<file path="config.mk">
export PLATFORM = sky130hd
export DESIGN_NAME = branch_resolve_unit
export DESIGN_NICKNAME = d
export VERILOG_FILES = /design/src/rtl/brc_pkg.sv /design/src/rtl/brc_field_decode.sv /design/src/rtl/brc_decision.sv /design/src/rtl/brc_target_mux.sv /design/src/rtl/branch_resolve_unit.sv
export SDC_FILE = /design/constraint.sdc
export NUM_CORES = 1
export LEC_CHECK = 0
export ABC_AREA = 1
export CORE_UTILIZATION = 59
export DETAILED_ROUTE_END_ITERATION = 6
export DONT_BUFFER_PORTS = 1
export GPL_ROUTABILITY_DRIVEN = 0
export PLACE_DENSITY = 0.8
export SYNTH_ARGS = -nofsm -noshare
export SYNTH_HDL_FRONTEND = slang
export SYNTH_SLANG_ARGS = --single-unit
export TNS_END_PERCENT = 1
</file>
<file path="constraint.sdc">
create_clock -name clk -period 1.9 [get_ports clk]
set_input_delay 0.095 -clock clk [delete_from_list [all_inputs] [get_ports clk]]
set_output_delay 0.095 -clock clk [all_outputs]
set_load 0.03 [all_outputs]
</file>
<file path="src/rtl/brc_pkg.sv">
// Package: shared types and fixed field positions for the branch resolution unit.
// Assumes a 32-bit instruction word with option, index and displacement fields at fixed bits.
package brc_pkg;
    typedef enum logic [1:0] {
        TGT_REL = 2'd0,
        TGT_ABS = 2'd1,
        TGT_CTR = 2'd2,
        TGT_LNK = 2'd3
    } tgt_kind_e;

    localparam int ILEN     = 32;
    localparam int OPT_LSB  = 21;
    localparam int IDX_LSB  = 16;
    localparam int FLD_W    = 5;
    localparam int DISP_W   = 16;

    // option field bit meanings
    localparam int OB_NO_CTR  = 2;
    localparam int OB_ZERO    = 1;
    localparam int OB_NO_COND = 4;
    localparam int OB_SENSE   = 3;
endpackage

</file>
<file path="src/rtl/brc_field_decode.sv">
// Module: splits the instruction word into option, bit index and a
// sign-extended, word-aligned displacement. Purely combinational.
module brc_field_decode
    import brc_pkg::*;
#(
    parameter int XLEN = 32
) (
    input  logic [ILEN-1:0]  instr,
    output logic [FLD_W-1:0] opt,
    output logic [FLD_W-1:0] idx,
    output logic [XLEN-1:0]  disp
);
    localparam logic [DISP_W-1:0] ALIGN_MASK = ~DISP_W'(3);

    logic [DISP_W-1:0] raw_disp;
    logic              unused_hi;

    // Extract fields and align/sign-extend the displacement.
    always_comb begin
        opt      = instr[OPT_LSB +: FLD_W];
        idx      = instr[IDX_LSB +: FLD_W];
        raw_disp = instr[DISP_W-1:0] & ALIGN_MASK;
        disp     = {{(XLEN-DISP_W){raw_disp[DISP_W-1]}}, raw_disp};
    end

    assign unused_hi = ^instr[ILEN-1:OPT_LSB+FLD_W];
endmodule

</file>
<file path="src/rtl/brc_decision.sv">
// Module: evaluates the count test (with optional decrement) and the
// condition-bit test and combines them into a taken decision.
// Assumes the condition register index 0 is its most significant bit.
module brc_decision
    import brc_pkg::*;
#(
    parameter int XLEN = 32,
    parameter int CRW  = 32
) (
    input  tgt_kind_e        kind,
    input  logic [FLD_W-1:0] opt,
    input  logic [FLD_W-1:0] idx,
    input  logic [CRW-1:0]   cr,
    input  logic [XLEN-1:0]  ctr,
    output logic [XLEN-1:0]  ctr_next,
    output logic             taken
);
    logic dec_en;
    logic ctr_ok;
    logic cond_ok;
    logic sel_bit;

    // Decrement the count when enabled; the count-target form never decrements.
    always_comb begin
        dec_en   = !opt[OB_NO_CTR] && (kind != TGT_CTR);
        ctr_next = dec_en ? (ctr - XLEN'(1)) : ctr;
    end

    // Count test on the decremented value, selectable polarity.
    always_comb begin
        ctr_ok = opt[OB_NO_CTR] || (kind == TGT_CTR) ||
                 ((ctr_next != '0) == !opt[OB_ZERO]);
    end

    // Condition test on the MSB-first indexed bit.
    always_comb begin
        sel_bit = cr[CRW-1-int'(idx)];
        cond_ok = opt[OB_NO_COND] || (sel_bit == opt[OB_SENSE]);
        taken   = ctr_ok && cond_ok;
    end
endmodule

</file>
<file path="src/rtl/brc_target_mux.sv">
// Module: chooses the next fetch address from the four target kinds or the
// fall-through address. Uses the incoming link value, before any link write.
module brc_target_mux
    import brc_pkg::*;
#(
    parameter int XLEN = 32
) (
    input  tgt_kind_e       kind,
    input  logic            taken,
    input  logic [XLEN-1:0] pc,
    input  logic [XLEN-1:0] disp,
    input  logic [XLEN-1:0] ctr,
    input  logic [XLEN-1:0] lr,
    output logic [XLEN-1:0] fall_addr,
    output logic [XLEN-1:0] next_addr
);
    localparam logic [XLEN-1:0] WORD_MASK = ~XLEN'(3);
    localparam logic [XLEN-1:0] STEP      = XLEN'(4);

    logic [XLEN-1:0] tgt;

    // Compute the target of the selected kind.
    always_comb begin
        unique case (kind)
            TGT_REL: tgt = pc + disp;
            TGT_ABS: tgt = disp;
            TGT_CTR: tgt = ctr & WORD_MASK;
            TGT_LNK: tgt = lr & WORD_MASK;
            default: tgt = pc + disp;
        endcase
    end

    // Pick target or sequential address.
    always_comb begin
        fall_addr = pc + STEP;
        next_addr = taken ? tgt : fall_addr;
    end
endmodule

</file>
<file path="src/rtl/branch_resolve_unit.sv">
// Module: top of the conditional branch resolution unit. Decodes, decides,
// selects the target and registers all results with one cycle of latency.
// Assumes one request per cycle at most; outputs hold between requests,
// except taken, which drops when no result is presented.
module branch_resolve_unit
    import brc_pkg::*;
#(
    parameter int XLEN = 32,
    parameter int CRW  = 32
) (
    input  logic             clk,
    input  logic             rst_n,
    input  logic             in_valid,
    input  logic [2:0]       form,
    input  logic [ILEN-1:0]  instr,
    input  logic [XLEN-1:0]  pc,
    input  logic [XLEN-1:0]  ctr,
    input  logic [XLEN-1:0]  lr,
    input  logic [CRW-1:0]   cr,
    output logic             out_valid,
    output logic             taken,
    output logic [XLEN-1:0]  next_addr,
    output logic [XLEN-1:0]  ctr_out,
    output logic [XLEN-1:0]  lr_out,
    output logic             lr_wr
);
    tgt_kind_e        kind;
    logic             link;
    logic [FLD_W-1:0] opt;
    logic [FLD_W-1:0] idx;
    logic [XLEN-1:0]  disp;
    logic [XLEN-1:0]  ctr_next;
    logic             tk;
    logic [XLEN-1:0]  fall_addr;
    logic [XLEN-1:0]  nxt;

    // Split the form code into target kind and link flag.
    always_comb begin
        kind = tgt_kind_e'(form[2:1]);
        link = form[0];
    end

    brc_field_decode #(.XLEN(XLEN)) u_dec (
        .instr (instr),
        .opt   (opt),
        .idx   (idx),
        .disp  (disp)
    );

    brc_decision #(.XLEN(XLEN), .CRW(CRW)) u_decide (
        .kind     (kind),
        .opt      (opt),
        .idx      (idx),
        .cr       (cr),
        .ctr      (ctr),
        .ctr_next (ctr_next),
        .taken    (tk)
    );

    brc_target_mux #(.XLEN(XLEN)) u_tgt (
        .kind      (kind),
        .taken     (tk),
        .pc        (pc),
        .disp      (disp),
        .ctr       (ctr),
        .lr        (lr),
        .fall_addr (fall_addr),
        .next_addr (nxt)
    );

    // Register results; taken only accompanies a valid result.
    always_ff @(posedge clk) begin
        if (!rst_n) begin
            out_valid <= 1'b0;
            taken     <= 1'b0;
            next_addr <= '0;
            ctr_out   <= '0;
            lr_out    <= '0;
            lr_wr     <= 1'b0;
        end else begin
            out_valid <= in_valid;
            taken     <= in_valid && tk;
            if (in_valid) begin
                next_addr <= nxt;
                ctr_out   <= ctr_next;
                lr_out    <= link ? fall_addr : lr;
                lr_wr     <= link;
            end
        end
    end
endmodule

</file>
==> results by group <==
Run status
  – Status: finished with violations
  – Violations in the final reports: design-rule violations, negative hold slack, negative setup slack

CTS
  – H-tree Lvls: 3
  – CTS Buffer Depth: 2
  – CTS root buffer: clkbuf_16
  – Post-CTS Setup Bufs: 0
  – CTS Buf Count: 9
  – CTS clk-pin slew, worst paths: 70 ps
  – Worst-skew pair later-pin latency: 350 ps
  – Sink Count: 99
  – CTS tree: done

Route
  – Post-DRT Antenna Nets: 0
  – DR vias: 11,614
  – First drt pass iteration count: 7
  – Vias per cell: 6.188
  – Iter 0 DRT Violations: 1,540
  – Drc violations: 1
  – WL/cell: 19.64 µm
  – Final WL: 36,870 µm

Placement
  – Detailed placement HPWL: 26,810 µm
  – Port Buf Inserts: 0

Pwr
  – Sw Pwr: 2478 µW
  – VDD IR-drop max: 0.4666 mV
  – Internal power: 4321 µW
  – Clk pwr share: 0.295
  – Comb power frac: 0.311
  – Register share of total power: 0.394
  – Net Sw Frac: 0.3644
  – LEAKAGE: 0.005417 µW
  – Pwr per Cell Area: 603.5 nW/µm²

GRT
  – First-pass GRT wire length: 56,450 µm
  – Vias in the first global route: 11,040
  – Largest net degree at the start of global routing: 91
  – Global-route usage over all layers: 0.4584
  – Initial antenna violation count: 2
  – Grt total ovfl: 0

Synth
  – Yosys reg bits: 99
  – Post-synthesis sequential area ratio: 0.2247
  – Synth cell types: 46
  – Syn_nets: 1,701
  – Post-Syn Area: 8820 µm²
  – Post-Syn Area per Cell: 5.868 µm²
  – Cell count after synthesis: 1,503
  – Yosys warns: 0

Setup path
  – CP Capture Type: register
  – R2R setup slack: 400 ps
  – RR Endpoint: ctr_out[10]$_SDFFE_PN0P_
  – CP max FO: 15
  – Critical Path Start Type: primary input
  – Cells on worst reg2reg path: 3
  – Crit path kind: primary input to register
  – Worst flop-to-flop path startpoint: ctr_out[10]$_SDFFE_PN0P_
  – Worst EP required: 2110 ps
  – Critical Path AT: 2290 ps

Final layout
  – Nets: 1,885
  – Area grow syn2layout: 27.73%
  – Fin util: 0.7751
  – Commonest non-fill, non-tap cell in the layout: nand2_1
  – Most frequent cells in the layout: nand2_1 (382), inv_1 (200), buf_4 (171)
  – Fraction of layout instances using a drive strength above 1: 0.1573
  – # fillers: 1,118

Timing
  – Slew HR: 0.2597
  – Endpoints failing hold: 28
  – Clock skew: 0 ps
  – Setup violators final: 32
  – F_max: 482.2 MHz
  – Max-slew violation count: 0
  – Fin crit share: 1.092
  – Unrepaired setup endpoints after global routing: true
  – Setup ws final: -173.9 ps
  – Worst slew pin tran: 1110 ps
  – Fin crit period: 2074 ps
  – Worst Hold Slack: -41.61 ps

Hold path
  – Worst hold start: in_valid
  – Worst hold endpoint: next_addr[29]$_SDFFE_PN0P_
  – Min-delay worst type: primary input to register
  – WHS Path Cells: 2

Floorplanning
  – Die W: 124.3 µm
  – CORE AREA: 14,530 µm²
  – Row Count: 44
  – Top Ports: 265
  – Die area: 15,440 µm²
  – Die Y: 124.3 µm
  – Starting Density: 0.6068

Flow run
  – Max-Cap Viols: 0
[registers in the layout, summed over array words and instances, names as in the netlist]
| name | flops |
|---|---|
| out_valid | 1 |
| taken | 1 |
| lr_wr | 1 |
| lr_out | 32 |
| next_addr | 32 |
| ctr_out | 32 |
[per-stage QoR]
step	total power, µW	cells	area [µm²]	setup slack (ps)	TNS [ps]
after floorplan	3902	1503	8877	-11.88	-17.85
after global placement	4559	1811	10290	-354.3	-10940
after detailed placement	4606	1811	10290	-433.2	-13320
after CTS	6661	1874	11110	0.7447	0
after global routing	7037	1876	11260	-282.6	-7623
final	6799	1877	11270	-173.9	-3736
[kinds of logic after synthesis]
kind of cell               synth area share
AOI/OAI and AO/OA                    0.1921
xor gates and xnor gates            0.03873
adders and majority gates           0.04625
buffers and inverters                0.1160
DFF                                  0.2247
and+or+nand+nor                      0.3822
[worst max-delay path, stage by stage]
cell and delay (ps):
inv_2 30, nand2_4 100, nand2_8 100, inv_4 130, buf_4 160, nand2_1 60, nand2_1 80, nand2_1 120
nor2_1 210, nand3_1 160, nor2_1 120, nand2_1 60, nor2_1 100, nand3_1 120, nand3_4 140, nand2_4 80
buf_12 150, o21bai_1 170, a21oi_1 90
[area by class of cell]
| class | instances | area (µm²) | share of cell area |
|---|---|---|---|
| Clock buffer | 10 | 229.0 | 0.02032 |
| Sequential cell | 99 | 1982 | 0.1759 |
| Clock inverter | 5 | 87.58 | 0.007774 |
| Antenna cell | 2 | 5.005 | 0.0004442 |
| Multi-Input combinational cell | 1139 | 6017 | 0.5341 |
| Inverter | 211 | 798.3 | 0.07086 |
| Timing Repair Buffer | 227 | 1917 | 0.1701 |
| Tap cell | 184 | 230.2 | 0.02044 |
[Yosys cell counts, drive strengths merged]
cell	number	area share
nand3b	2	0.0017
a31oi	18	0.013
fa	1	0.0023
nor2	199	0.090
o22ai	3	0.0021
inv	206	0.088
o221ai	15	0.015
a211oi	3	0.0026
nor4	3	0.0021
clkbuf	43	0.018
a21o	2	0.0017
o21a	3	0.0026
xor2	34	0.034
clkinv	5	0.0021
nand4	24	0.017
xnor2	5	0.0050
ha	31	0.044
dfxtp	99	0.22
a221oi	29	0.029
nor3b	1	0.00085
a21boi	4	0.0034
a21oi	90	0.051
or2	3	0.0021
o21bai	14	0.012
nand3	140	0.081
nand2	398	0.17
buf	11	0.0077
and2	3	0.0021
o211ai	25	0.021
nor3	21	0.012
o21ai	68	0.039
[worst max-delay path by stage]
stage / slack [ps] / start / to / depth (start not counted)
global route: -280 / ctr[7] / next_addr[1]$_SDFFE_PN0P_ / 18
CTS: 0.7 / ctr[4] / next_addr[17]$_SDFFE_PN0P_ / 18
floorplan: -10 / instr[2] / next_addr[26]$_SDFFE_PN0P_ / 21
finish: -170 / form[1] / next_addr[1]$_SDFFE_PN0P_ / 19
global placement: -350 / ctr[2] / next_addr[28]$_SDFFE_PN0P_ / 15
detailed placement: -430 / ctr[2] / next_addr[17]$_SDFFE_PN0P_ / 19
[repair_timing]
item                                   in CTS  in global routing
cloned                                      0                  0
setup endpoints to repair                  32                 57
pin swaps                                   0                  4
endpoints found under the hold margin      82                 31
hold buffers                               48                  1
gates resized for setup                     7                 45
[power groups by stage]
stage	logic [µW]	registers, µW	clock network (µW)
after global routing	2300	2680	2050
after floorplan	1250	2650	0
after global placement	1850	2710	0
after detailed placement	1890	2710	0
final	2120	2680	2010
after CTS	2010	2670	1980
[layer usage]
layer | track usage | share of wire | vias up
met5 | 0 | 0 | -
met4 | 0.3154 | 0.081 | 0
met3 | 0.1340 | 0.13 | 273
met2 | 0.7403 | 0.44 | 887
met1 | 0.5203 | 0.35 | 5130
li1 | - | - | 5324
Note: power is estimated with default switching activity, not from simulation.
